## src/rtl/hdr_pkg.sv

```systemverilog
package hdr_pkg;

  typedef enum logic {
    LANE_LO = 1'b0,
    LANE_HI = 1'b1
  } lane_e;

  typedef struct packed {
    logic sr_rd;
    logic dr_rd;
    logic dr_wr;
  } host_op_t;

endpackage

```

## src/rtl/hdr_host_decode.sv

```systemverilog
module hdr_host_decode
  import hdr_pkg::*;
(
  input  logic     cs_i,
  input  logic     addr_sel_i,
  input  logic     rd_i,
  input  logic     wr_i,
  output host_op_t op_o
);

  logic dr_sel;

  assign dr_sel      = cs_i && !addr_sel_i;
  assign op_o.sr_rd  = cs_i && addr_sel_i && rd_i;
  assign op_o.dr_rd  = dr_sel && rd_i;
  // read wins when both strobes are high
  assign op_o.dr_wr  = dr_sel && wr_i && !rd_i;

endmodule

```

## src/rtl/hdr_byte_seq.sv

```systemverilog
module hdr_byte_seq
  import hdr_pkg::*;
(
  input  logic  access_i,
  input  logic  drc_i,
  input  logic  drs_i,
  output lane_e lane_o,
  output logic  drs_set_o,
  output logic  drs_clr_o,
  output logic  rqm_clr_o
);

  logic word_mode;

  assign word_mode = !drc_i;
  assign lane_o    = (word_mode && drs_i) ? LANE_HI : LANE_LO;
  assign drs_set_o = access_i && word_mode && !drs_i;
  assign drs_clr_o = access_i && word_mode && drs_i;
  // byte mode completes on every access, word mode on the second
  assign rqm_clr_o = access_i && (drc_i || drs_i);

endmodule

```

## src/rtl/hdr_regs.sv

```systemverilog
module hdr_regs
  import hdr_pkg::*;
#(
  parameter int          BYTE_W   = 8,
  parameter int          RQM_BIT  = 15,
  parameter int          DRS_BIT  = 12,
  parameter logic [15:0] SR_KEEP  = 16'h907C,
  localparam int         DR_W     = 2 * BYTE_W
) (
  input  logic              clk_i,
  input  logic              rst_ni,
  input  logic              host_wr_i,
  input  lane_e             lane_i,
  input  logic [BYTE_W-1:0] host_wdata_i,
  input  logic              core_load_i,
  input  logic              core_sr_wr_i,
  input  logic [DR_W-1:0]   core_wdata_i,
  input  logic              rqm_set_i,
  input  logic              rqm_clr_i,
  input  logic              drs_set_i,
  input  logic              drs_clr_i,
  output logic [DR_W-1:0]   dr_o,
  output logic [DR_W-1:0]   sr_o
);

  logic [DR_W-1:0] dr_q, dr_d;
  logic [DR_W-1:0] sr_q, sr_d;
  logic [DR_W-1:0] keep_mask;

  assign keep_mask = DR_W'(SR_KEEP);

  always_comb begin
    dr_d = dr_q;
    if (core_load_i) begin
      dr_d = core_wdata_i;
    end else if (host_wr_i) begin
      dr_d[int'(lane_i)*BYTE_W +: BYTE_W] = host_wdata_i;
    end
  end

  always_comb begin
    sr_d = sr_q;
    if (core_sr_wr_i) sr_d = (sr_q & keep_mask) | (core_wdata_i & ~keep_mask);
    if (drs_set_i)    sr_d[DRS_BIT] = 1'b1;
    if (drs_clr_i)    sr_d[DRS_BIT] = 1'b0;
    if (rqm_clr_i)    sr_d[RQM_BIT] = 1'b0;
    // core request takes precedence over the host clear
    if (rqm_set_i)    sr_d[RQM_BIT] = 1'b1;
  end

  always_ff @(posedge clk_i or negedge rst_ni) begin
    if (!rst_ni) begin
      dr_q <= '0;
      sr_q <= '0;
    end else begin
      dr_q <= dr_d;
      sr_q <= sr_d;
    end
  end

  assign dr_o = dr_q;
  assign sr_o = sr_q;

endmodule

```

## src/rtl/hdr_port.sv

```systemverilog
module hdr_port
  import hdr_pkg::*;
#(
  parameter int          BYTE_W  = 8,
  parameter int          RQM_BIT = 15,
  parameter int          DRS_BIT = 12,
  parameter int          DRC_BIT = 10,
  parameter logic [15:0] SR_KEEP = 16'h907C,
  localparam int         DR_W    = 2 * BYTE_W
) (
  input  logic              clk_i,
  input  logic              rst_ni,
  input  logic              cs_i,
  input  logic              addr_sel_i,
  input  logic              rd_i,
  input  logic              wr_i,
  input  logic [BYTE_W-1:0] wdata_i,
  output logic [BYTE_W-1:0] rdata_o,
  input  logic              core_dr_load_i,
  input  logic              core_dr_take_i,
  input  logic              core_sr_wr_i,
  input  logic [DR_W-1:0]   core_wdata_i,
  output logic [DR_W-1:0]   core_dr_o,
  output logic [DR_W-1:0]   core_sr_o,
  output logic              rqm_o,
  output logic              drs_o,
  output logic              drc_o
);

  host_op_t        op;
  lane_e           lane;
  logic            drs_set, drs_clr, rqm_clr;
  logic [DR_W-1:0] dr, sr;

  hdr_host_decode u_decode (
    .cs_i       (cs_i),
    .addr_sel_i (addr_sel_i),
    .rd_i       (rd_i),
    .wr_i       (wr_i),
    .op_o       (op)
  );

  hdr_byte_seq u_seq (
    .access_i  (op.dr_rd || op.dr_wr),
    .drc_i     (sr[DRC_BIT]),
    .drs_i     (sr[DRS_BIT]),
    .lane_o    (lane),
    .drs_set_o (drs_set),
    .drs_clr_o (drs_clr),
    .rqm_clr_o (rqm_clr)
  );

  hdr_regs #(
    .BYTE_W  (BYTE_W),
    .RQM_BIT (RQM_BIT),
    .DRS_BIT (DRS_BIT),
    .SR_KEEP (SR_KEEP)
  ) u_regs (
    .clk_i        (clk_i),
    .rst_ni       (rst_ni),
    .host_wr_i    (op.dr_wr),
    .lane_i       (lane),
    .host_wdata_i (wdata_i),
    .core_load_i  (core_dr_load_i),
    .core_sr_wr_i (core_sr_wr_i),
    .core_wdata_i (core_wdata_i),
    .rqm_set_i    (core_dr_load_i || core_dr_take_i),
    .rqm_clr_i    (rqm_clr),
    .drs_set_i    (drs_set),
    .drs_clr_i    (drs_clr),
    .dr_o         (dr),
    .sr_o         (sr)
  );

  always_comb begin
    rdata_o = '0;
    if (op.sr_rd)      rdata_o = sr[DR_W-1 -: BYTE_W];
    else if (op.dr_rd) rdata_o = dr[int'(lane)*BYTE_W +: BYTE_W];
  end

  assign core_dr_o = dr;
  assign core_sr_o = sr;
  assign rqm_o     = sr[RQM_BIT];
  assign drs_o     = sr[DRS_BIT];
  assign drc_o     = sr[DRC_BIT];

endmodule

```

## config.mk

```make
export PLATFORM = sky130hd
export DESIGN_NAME = hdr_port
export DESIGN_NICKNAME = d
export VERILOG_FILES = /design/src/rtl/hdr_pkg.sv /design/src/rtl/hdr_host_decode.sv /design/src/rtl/hdr_byte_seq.sv /design/src/rtl/hdr_regs.sv /design/src/rtl/hdr_port.sv
export SDC_FILE = /design/constraint.sdc
export NUM_CORES = 1
export LEC_CHECK = 0
export BUFFER_PORTS_ARGS = -buffer_cell sky130_fd_sc_hd__buf_2
export CAP_MARGIN = 0
export CORE_ASPECT_RATIO = 1.25
export CORE_MARGIN = 1.5
export CORE_UTILIZATION = 30
export CTS_BUF_LIST = sky130_fd_sc_hd__clkbuf_4
export DETAILED_ROUTE_END_ITERATION = 8
export PLACE_DENSITY = 0.67
export SLEW_MARGIN = 20
export SYNTH_ARGS = -nofsm -noshare
export SYNTH_HDL_FRONTEND = slang
export SYNTH_SLANG_ARGS = --single-unit
export TNS_END_PERCENT = 100
```

## constraint.sdc

```tcl
create_clock -name clk_i -period 1.47 [get_ports clk_i]
set_input_delay 0.3675 -clock clk_i [delete_from_list [all_inputs] [get_ports clk_i]]
set_output_delay 0.3675 -clock clk_i [all_outputs]
set_load 0.01 [all_outputs]
```

==> results of run 1 <==
-- metrics by stage --
step / instances / power, W / cell area, um2 / hold slack [ns] / TNS [ns]
6_report: 297 / 0.00211 / 2090 / 0.233 / -2.82
2_1_floorplan: 161 / 0.00137 / 1550 / 0.0719 / -0.356
3_3_place_gp: 288 / 0.00166 / 1990 / 0.309 / -0.365
5_1_grt: 297 / 0.00225 / 2090 / 0.194 / -3.74
4_1_cts: 297 / 0.00215 / 2090 / 0.208 / -2.92
3_5_place_dp: 288 / 0.00167 / 1990 / 0.311 / -0.559
-- sequential cells by signal (all words and copies together) (netlist names) --
name,cells
u_regs.dr_o,16
u_regs.sr_o,11
-- layout by cell type (no fill, tap or decap), types with 2 or more instances in the layout --
cell type,count
sky130_fd_sc_hd__a21oi_1,16
sky130_fd_sc_hd__a31oi_1,16
sky130_fd_sc_hd__buf_12,2
sky130_fd_sc_hd__buf_2,70
sky130_fd_sc_hd__buf_4,17
sky130_fd_sc_hd__clkbuf_4,4
sky130_fd_sc_hd__conb_1,5
sky130_fd_sc_hd__dfrtp_1,26
sky130_fd_sc_hd__mux2_2,9
sky130_fd_sc_hd__mux2i_1,8
sky130_fd_sc_hd__nand2_1,9
sky130_fd_sc_hd__nor2b_1,17
sky130_fd_sc_hd__o21ai_0,13
sky130_fd_sc_hd__o21ai_1,11
-- final timing paths --
kind	from	end	slack (ns)	cells after the start
setup / recovery	u_regs.sr_o[10]	rdata_o[2]	-0.37	5
max in group asynchronous	rst_ni	u_regs.sr_o[12]	0.47	3
hold reg to reg	u_regs.sr_o[0]	u_regs.sr_o[0]	0.52	1
min in group asynchronous	rst_ni	u_regs.dr_o[1]	0.48	2
hold / removal	core_dr_take_i	u_regs.sr_o[15]	0.23	2
setup reg to reg	u_regs.sr_o[12]	u_regs.dr_o[3]	0.06	7
-- where the power goes --
part	switching, W	internal (W)
sequential	0.0000582	0.000827
combinational	0.000436	0.000451
clock	0.000212	0.000124
-- layer usage --
layer	GRT usage	share of wire	vias up
met5	0	0	-
met3	0.0149	0.054	6
met4	0.0482	0.011	0
li1	-	-	715
met2	0.269	0.49	67
met1	0.210	0.44	700
-- cells by family (layout without fill, tap and decap cells) --
| kind of cell | count (synthesis) | after routing | share of synthesized area |
|---|---|---|---|
| AO/OA/AOI/OAI | 58 | 58 | 0.208 |
| XOR/XNOR | 1 | 1 | 0.00572 |
| buffers and inverters | 20 | 96 | 0.0915 |
| flip-flops | 27 | 27 | 0.441 |
| multiplexers | 17 | 17 | 0.118 |
| other | 1 | 5 | 0.00245 |
| AND/OR/NAND/NOR | 33 | 33 | 0.133 |
-- Yosys cell counts (3+ instances only) --
master,count
sky130_fd_sc_hd__clkbuf_1,4
sky130_fd_sc_hd__nand2_1,9
sky130_fd_sc_hd__dfrtp_1,27
sky130_fd_sc_hd__mux2_2,9
sky130_fd_sc_hd__mux2i_1,8
sky130_fd_sc_hd__o21ai_1,10
sky130_fd_sc_hd__a31oi_1,16
sky130_fd_sc_hd__buf_6,3
sky130_fd_sc_hd__o21ai_0,14
sky130_fd_sc_hd__buf_4,11
sky130_fd_sc_hd__a21oi_1,16
sky130_fd_sc_hd__nor2b_1,18
-- cell type report --
class	instances	area, um2
clock buffer	4	30.0
sequential	27	677
fill	480	2750
timing repair buffer	92	567
multi-input combinational	114	738
tap	60	75.1
-- worst max-delay path, stage by stage, from the launching register on --
cell and delay, ns:
sky130_fd_sc_hd__dfrtp_1 0.44, sky130_fd_sc_hd__nor2b_4 0.15, sky130_fd_sc_hd__buf_12 0.15, sky130_fd_sc_hd__mux2i_1 0.20, sky130_fd_sc_hd__o21ai_1 0.08, sky130_fd_sc_hd__buf_2 0.13
-- what timing repair did --
item | CTS | global route
setup endpoints to repair | 8 | 10
resized for setup | 4 | 0
hold buffers | 1 | 0
pin swaps | 4 | 2
endpoints found under the hold margin | 15 | 0
cloned | 1 | 0
setup buffers | 3 | 0
==> qor.log, run 1 <==
qor: clocking.clk_latency 0.32 ns
qor: grt.grt_pass1_wl 6770 um
qor: sta.finalHoldViolCount 0
qor: placement.buffer_ports.inserted 70
qor: die.die_area 5550 um2
qor: sta.setup_viol 8
qor: synth.synthesis.yosys.warnings 0
qor: placement.dp_slack -0.120 ns
qor: route.average_wire_length_per_cell_after_detail_routing 14.9 um
qor: layout.final_net_count 271
qor: die.floorplan.die.height 82.9 um
qor: synth.ys_seq_elements 27
qor: layout.finalCoreUtilization 0.432
qor: clocking.root_buffer sky130_fd_sc_hd__clkbuf_4
qor: placement.dp_hpwl 3220 um
qor: grt.first_global_vias 1368
qor: synth.mappedNetlistArea 1530 um2
qor: synth.netlist_instances 157
qor: sta.worstMarginPinSlew 0.504 ns
qor: grt.grt_antenna_before_repair 0
qor: sta.timing.max_slew.rel_slack 0.664
qor: synth.postSynthAreaPerCell 9.75 um2
qor: layout.antenna-diode-count 0
qor: route.routed-via-count 1488
qor: worst_setup_path.timing.critical_path.required 1.10 ns
qor: sta.finClkSkew 0.00636 ns
qor: sta.rsz_0062_raised_after_global_routing true
qor: grt.grt_max_degree 34
qor: power.p_per_area 1010 nW/um2
qor: clocking.clock_path_buffers 2
qor: synth.synth_async_sr_flop_share 1.00
qor: synth.synth-edff-count 0
qor: sta.finalCritPeriodShare 1.25
qor: sta.final_period_minus_worst_setup_slack 1.84 ns
qor: worst_setup_path.critPathCaptureType output pin
qor: synth.post_synth_num_cell_types 24
qor: route.ant_nets 0
qor: worst_setup_path.crit_path_max_fanout 8
qor: grt.global_route.usage.total 0.159
qor: route.detailedRoute.firstIterationViolations 63
qor: clocking.tritoncts yes
qor: layout.flow.area_growth_from_synthesis 36.3%
qor: clocking.htreeDepth 1
qor: worst_hold_path.min_path_type in -> reg
qor: die.die_x 66.9 um
qor: route.drc 0
qor: synth.synth-seq-area-share 0.441
qor: worst_setup_path.startpoint_type register
qor: clocking.cts.clk_slew.worst_paths 0.14 ns
qor: die.initial_core_utilization 0.317
qor: grt.globalRoute.totalOverflow 0
qor: outcome.failed_checks negative setup slack
qor: sta.setup_slack -0.367 ns
qor: synth.yosysTopAreaCellShare 0.441
qor: synth.synth.top_cells.by_area sky130_fd_sc_hd__dfrtp_1, sky130_fd_sc_hd__nor2b_1, sky130_fd_sc_hd__mux2_2
qor: power.leakage 0.967 nW
qor: sta.clock.fmax 544 MHz
qor: clocking.cts.sink_count 27
qor: route.vias_per_cell 5.01
qor: synth.yosys_most_used_dff sky130_fd_sc_hd__dfrtp_1
qor: worst_setup_path.critical_path_class reg -> out
qor: run.number_of_max_cap_violations 0
qor: route.finalWirelength 4420 um
qor: die.coreArea 4830 um2
qor: synth.synth_top_area_cell sky130_fd_sc_hd__dfrtp_1
qor: placement.globalplace.congestion 0.768
qor: die.ios 76
qor: die.floorplan_row_count 28
qor: route.first_pass_iters 4
qor: power.ir_worst_vdd 0.448 mV
qor: layout.layout-drive-gt1-share 0.456
qor: sta.slew_viol_final 0
qor: clocking.numCtsBuffers 3
qor: worst_setup_path.worst_ep_arrival_time 1.47 ns
qor: outcome.run_status finished, violations left
No activity file was read; power rests on OpenSTA's default activity.
==> run 2: changes to the inputs <==
Settings changed: CORE_UTILIZATION 30 to 40, PLACE_DENSITY 0.67 to 0.83.
==> qor.log, run 2 (synthesis results as in run 1) <==
qor: clocking.clock_path_buffers 2
qor: sta.timing.max_slew.rel_slack 0.594
qor: sta.finClkSkew 0.00350 ns
qor: die.floorplan.die.height 72.2 um
qor: layout.multiInputGateArea 738 um2
qor: layout.flow.area_growth_from_synthesis 29.2%
qor: layout.finalCoreUtilization 0.554
qor: die.coreArea 3570 um2
qor: sta.finalHoldViolCount 0
qor: route.met3RoutedLength 164 um
qor: die.initial_core_utilization 0.429
qor: outcome.run_status finished, violations left
qor: power.power.net_switching 0.000694 W
qor: route.ant_nets 0
qor: worst_setup_path.crit_path_max_fanout 7
qor: placement.buffer_ports.inserted 70
qor: route.finalWirelength 4130 um
qor: die.ios 76
qor: run.number_of_max_cap_violations 0
qor: worst_setup_path.reg2reg_setup_slack 0.13 ns
qor: sta.finalCritPeriodShare 1.28
qor: grt.first_global_vias 1470
qor: clocking.htreeDepth 1
qor: route.detailedRoute.firstIterationViolations 87
qor: grt.grt_pass1_wl 6610 um
qor: clocking.numCtsBuffers 3
qor: worst_setup_path.number_of_cell_instances_on_the_worst_register_to_register_path 4
qor: worst_setup_path.critical_path_class reg -> out
qor: layout.layout-drive-gt1-share 0.448
qor: route.first_pass_iters 4
qor: die.die_x 58.3 um
qor: clocking.cts.clk_slew.worst_paths 0.15 ns
qor: route.met1_wire_length 1810 um
qor: power.pwr-share-clk 0.171
qor: power.cellInternalPower 0.00133 W
qor: power.pwr-share-comb 0.393
qor: route.average_wire_length_per_cell_after_detail_routing 15.2 um
qor: clocking.tritoncts yes
qor: route.drc 0
qor: placement.dp_hpwl 3030 um
qor: sta.rsz_0062_raised_after_global_routing true
qor: grt.globalRoute.totalOverflow 0
qor: layout.antenna-diode-count 0
qor: die.floorplan_row_count 24
qor: sta.setup_viol 8
qor: sta.final_period_minus_worst_setup_slack 1.88 ns
qor: grt.grt_max_degree 34
qor: layout.final_net_count 266
qor: worst_setup_path.critPathCaptureType output pin
qor: power.p_total 0.00203 W
qor: worst_setup_path.worst_ep_arrival_time 1.51 ns
qor: sta.slew_viol_final 0
qor: worst_setup_path.timing.critical_path.required 1.10 ns
qor: clocking.clk_latency 0.32 ns
qor: sta.worstMarginPinSlew 0.609 ns
qor: power.leakage 0.929 nW
qor: route.routed-wl-met2 2140 um
qor: sta.setup_slack -0.407 ns
qor: grt.grt_antenna_before_repair 0
qor: layout.fill_cells 351
qor: route.highest_signal_layer_in_the_routed_design met4
qor: layout.register_area 677 um2
qor: power.switching_share_of_total_power 0.342
qor: layout.largest_reg_flops 16
qor: placement.dp_slack -0.116 ns
qor: clocking.cts.sink_count 27
qor: clocking.root_buffer sky130_fd_sc_hd__clkbuf_4
qor: sta.clock.fmax 533 MHz
qor: worst_setup_path.startpoint_type register
qor: die.die_area 4210 um2
qor: placement.globalplace.congestion 0.770
qor: layout.final_common_cell sky130_fd_sc_hd__buf_2
qor: route.routed-via-count 1470
qor: grt.global_route.usage.total 0.202
qor: power.ir_worst_vdd 0.528 mV
qor: route.vias_per_cell 5.42
qor: outcome.failed_checks negative setup slack
qor: power.p_per_area 1020 nW/um2
qor: power.pwr-share-seq 0.436
qor: worst_hold_path.min_path_type in -> async
qor: layout.most-common-layout-cells sky130_fd_sc_hd__buf_2, sky130_fd_sc_hd__dfrtp_1, sky130_fd_sc_hd__nor2b_1, sky130_fd_sc_hd__a31oi_1, sky130_fd_sc_hd__a21oi_1
[run 2: final timing paths]
path	to	start
worst max-delay path	rdata_o[7]	u_regs.sr_o[10]
worst min-delay path	u_regs.sr_o[11]	rst_ni
worst max register to register	u_regs.dr_o[6]	u_regs.sr_o[10]
worst min register to register	u_regs.sr_o[0]	u_regs.sr_o[0]
max in group asynchronous	u_regs.sr_o[12]	rst_ni
min in group clk_i	u_regs.sr_o[15]	core_dr_take_i
[run 2: power groups by stage]
stage | Clock (W) | Combinational, W | Sequential (W)
CTS | 0.000359 | 0.000796 | 0.000884
global route | 0.000384 | 0.000859 | 0.000896
finish | 0.000347 | 0.000796 | 0.000884
floorplan | 0 | 0.000418 | 0.000949
detailed placement | 0 | 0.000747 | 0.000897
global placement | 0 | 0.000731 | 0.000895
[run 2: timing repair]
action | in CTS | in global routing
pin swaps | 0 | 0
endpoints found under the setup margin | 8 | 10
hold buffers | 0 | 0
setup buffers | 2 | 0
gates resized for setup | 3 | 0
[run 2: layer usage]
layer	vias to the layer above	track usage
met1	725	0.257
met5	-	0
met2	47	0.361
met4	0	0.0568
li1	696	-
met3	2	0.0160
[run 2: critical path: stages, from the launching register on]
cell and delay (ns):
sky130_fd_sc_hd__dfrtp_1 0.44, sky130_fd_sc_hd__nor2b_4 0.18, sky130_fd_sc_hd__buf_6 0.16, sky130_fd_sc_hd__mux2i_1 0.21, sky130_fd_sc_hd__o21ai_1 0.07, sky130_fd_sc_hd__buf_2 0.13
[run 2: cell type report]
cell class,instances,area share
timing repair buffer,87,0.245
multi-input combinational,114,0.373
tap,39,0.0247
sequential,27,0.342
clock buffer,4,0.0152
[run 2: per-stage QoR]
stage,area (um2),TNS [ns],instances,hold slack (ns)
floorplan,1550,-0.356,161,0.0719
global placement,1920,-0.752,265,0.411
detailed placement,1920,-0.851,265,0.412
CTS,1980,-3.09,271,0.0405
global route,1980,-3.73,271,0.0566
finish,1980,-3.07,271,0.0305
==> run 3: changes to the inputs <==
Settings changed: CORE_MARGIN 1.5 to not set, PLACE_DENSITY 0.83 to 0.8.
Clock period 1.47 ns to 2 ns, I/O delays scaled along.
==> qor.log, run 3 (synthesis results as in run 1) <==
qor: grt.first_global_vias 1332
qor: worst_setup_path.cp.buffers_inverters 2
qor: worst_setup_path.timing.critical_path.required 1.50 ns
qor: power.cellInternalPower 0.000961 W
qor: clocking.cts.clk_slew.worst_paths 0.16 ns
qor: power.pwr-share-comb 0.395
qor: sta.finalCritPeriodShare 0.984
qor: sta.slew_viol_final 0
qor: die.floorplan_row_count 24
qor: worst_hold_path.min_path_type in -> async
qor: placement.globalplace.congestion 0.744
qor: route.routed-via-count 1418
qor: worst_setup_path.worst_r2r_endpoint u_regs.dr_o[11]
qor: grt.global_route.usage.total 0.192
qor: die.floorplan.die.height 71.2 um
qor: sta.finClkSkew 0.0166 ns
qor: power.power.net_switching 0.000509 W
qor: worst_setup_path.reg2reg_setup_slack 0.65 ns
qor: clocking.clk_latency 0.33 ns
qor: layout.antenna-diode-count 0
qor: route.ant_nets 0
qor: worst_setup_path.slowest_stage sky130_fd_sc_hd__dfrtp_1
qor: die.ios 76
qor: route.finalWirelength 3950 um
qor: power.p_per_area 757 nW/um2
qor: worst_setup_path.number_of_cell_instances_on_the_worst_register_to_register_path 4
qor: power.p_total 0.00147 W
qor: clocking.cts.sink_count 27
qor: route.average_wire_length_per_cell_after_detail_routing 14.8 um
qor: route.met1_wire_length 1710 um
qor: run.number_of_max_cap_violations 0
qor: power.ir_worst_vdd 0.292 mV
qor: power.switching_share_of_total_power 0.347
qor: route.drc 13
qor: sta.worstMarginPinSlew 0.615 ns
qor: die.die_x 57.3 um
qor: placement.dp_slack 0.117 ns
qor: layout.most-common-layout-cells sky130_fd_sc_hd__buf_2, sky130_fd_sc_hd__dfrtp_1, sky130_fd_sc_hd__nor2b_1, sky130_fd_sc_hd__a31oi_1, sky130_fd_sc_hd__a21oi_1
qor: outcome.run_status finished, violations left
qor: sta.setup_viol 0
qor: route.detailedRoute.firstIterationViolations 54
qor: clocking.tritoncts yes
qor: clocking.numCtsBuffers 3
qor: outcome.failed_checks design-rule violations
qor: clocking.root_buffer sky130_fd_sc_hd__clkbuf_4
qor: power.leakage 0.911 nW
qor: worst_setup_path.worst_ep_arrival_time 1.47 ns
qor: placement.dp_hpwl 2750 um
qor: worst_setup_path.critical_path_class reg -> out
qor: die.initial_core_utilization 0.429
qor: worst_setup_path.crit_path_max_fanout 8
qor: clocking.htreeDepth 1
qor: sta.clock.fmax 508 MHz
qor: clocking.clock_path_buffers 2
qor: layout.final_net_count 262
qor: grt.grt_pass1_wl 6100 um
qor: sta.setup_slack 0.0315 ns
qor: power.pwr-share-seq 0.441
qor: grt.globalRoute.totalOverflow 0
qor: route.routed-wl-met2 2000 um
qor: sta.final_period_minus_worst_setup_slack 1.97 ns
qor: power.pwr-share-clk 0.164
qor: die.die_area 4080 um2
qor: sta.timing.max_slew.rel_slack 0.590
qor: worst_setup_path.cp_cell_sequence nor2b_4 > buf_6 > mux2i_1 > o21ai_1 > buf_2
qor: sta.rsz_0062_raised_after_global_routing true
qor: grt.grt_max_degree 34
qor: route.met3RoutedLength 182 um
qor: route.first_pass_iters 6
qor: worst_setup_path.cp_top_family flip-flops
qor: die.coreArea 3570 um2
qor: route.vias_per_cell 5.31
qor: route.highest_signal_layer_in_the_routed_design met4
qor: worst_setup_path.critPathCaptureType output pin
qor: clocking.postCtsHoldBufs 0
qor: sta.finalHoldViolCount 0
qor: layout.layout-drive-gt1-share 0.434
qor: layout.largest_reg_flops 16
qor: grt.grt_antenna_before_repair 0
qor: worst_setup_path.critical-path-max-stage-delay 0.44 ns
qor: worst_setup_path.startpoint_type register
qor: placement.buffer_ports.inserted 70
qor: worst_setup_path.critical_path.reg2reg.startpoint u_regs.sr_o[10]
qor: layout.flow.area_growth_from_synthesis 26.9%
qor: layout.final_common_cell sky130_fd_sc_hd__buf_2
[run 3: layout make-up]
cell class	instances	area, um2
fillers	335	1630
multi-input cells	114	738
flip-flops and latches	27	676
repair buffers	83	453
well taps	39	48.8
clock buffers	3	22.5
clock inverters	1	5.00
[run 3: through the flow]
stage          instances  setup TNS (ns)   util  cell area [um2]  hold WS, ns
6_report             267               0  0.544             1940        0.159
5_1_grt              267          -0.342  0.544             1940        0.190
4_1_cts              261         -0.0336  0.528             1890        0.174
3_5_place_dp         257               0  0.521             1860        0.494
3_3_place_gp         257               0  0.521             1860        0.486
2_1_floorplan        161               0      -             1550        0.204
[run 3: worst register-to-register path, cell delays in order, from the launching register on]
cell and delay, ns:
sky130_fd_sc_hd__dfrtp_1 0.44, sky130_fd_sc_hd__buf_4 0.17, sky130_fd_sc_hd__or2b_4 0.33, sky130_fd_sc_hd__o21ai_0 0.20
sky130_fd_sc_hd__a21oi_1 0.10
[run 3: how the worst max path moves through the flow]
stage,startpoint,to,slack (ns),cells after the start
2_1_floorplan,u_regs.sr_o[12],rdata_o[3],0.29,5
3_3_place_gp,cs_i,rdata_o[0],0.14,6
3_5_place_dp,cs_i,rdata_o[0],0.12,6
4_1_cts,u_regs.sr_o[10],rdata_o[5],-0.01,5
5_1_grt,u_regs.sr_o[10],rdata_o[6],-0.07,5
6_report,u_regs.sr_o[10],rdata_o[5],0.03,5
[run 3: timing repair]
action	CTS	global route
cloned	0	1
endpoints found under the setup margin	4	8
setup buffers	0	5
gates resized for setup	0	3
pin swaps	0	0
[run 3: power groups by stage]
stage | clock [W] | sequential, W | combinational, W
global route | 0.000264 | 0.000656 | 0.000632
finish | 0.000241 | 0.000648 | 0.000581
detailed placement | 0 | 0.000657 | 0.000513
CTS | 0.000247 | 0.000646 | 0.000516
global placement | 0 | 0.000656 | 0.000505
floorplan | 0 | 0.000695 | 0.000307
[run 3: layer usage]
metal / GRT usage / vias up
met5: 0 / -
met4: 0.0678 / 0
met3: 0.0238 / 6
met2: 0.339 / 52
met1: 0.238 / 667
li1: - / 693
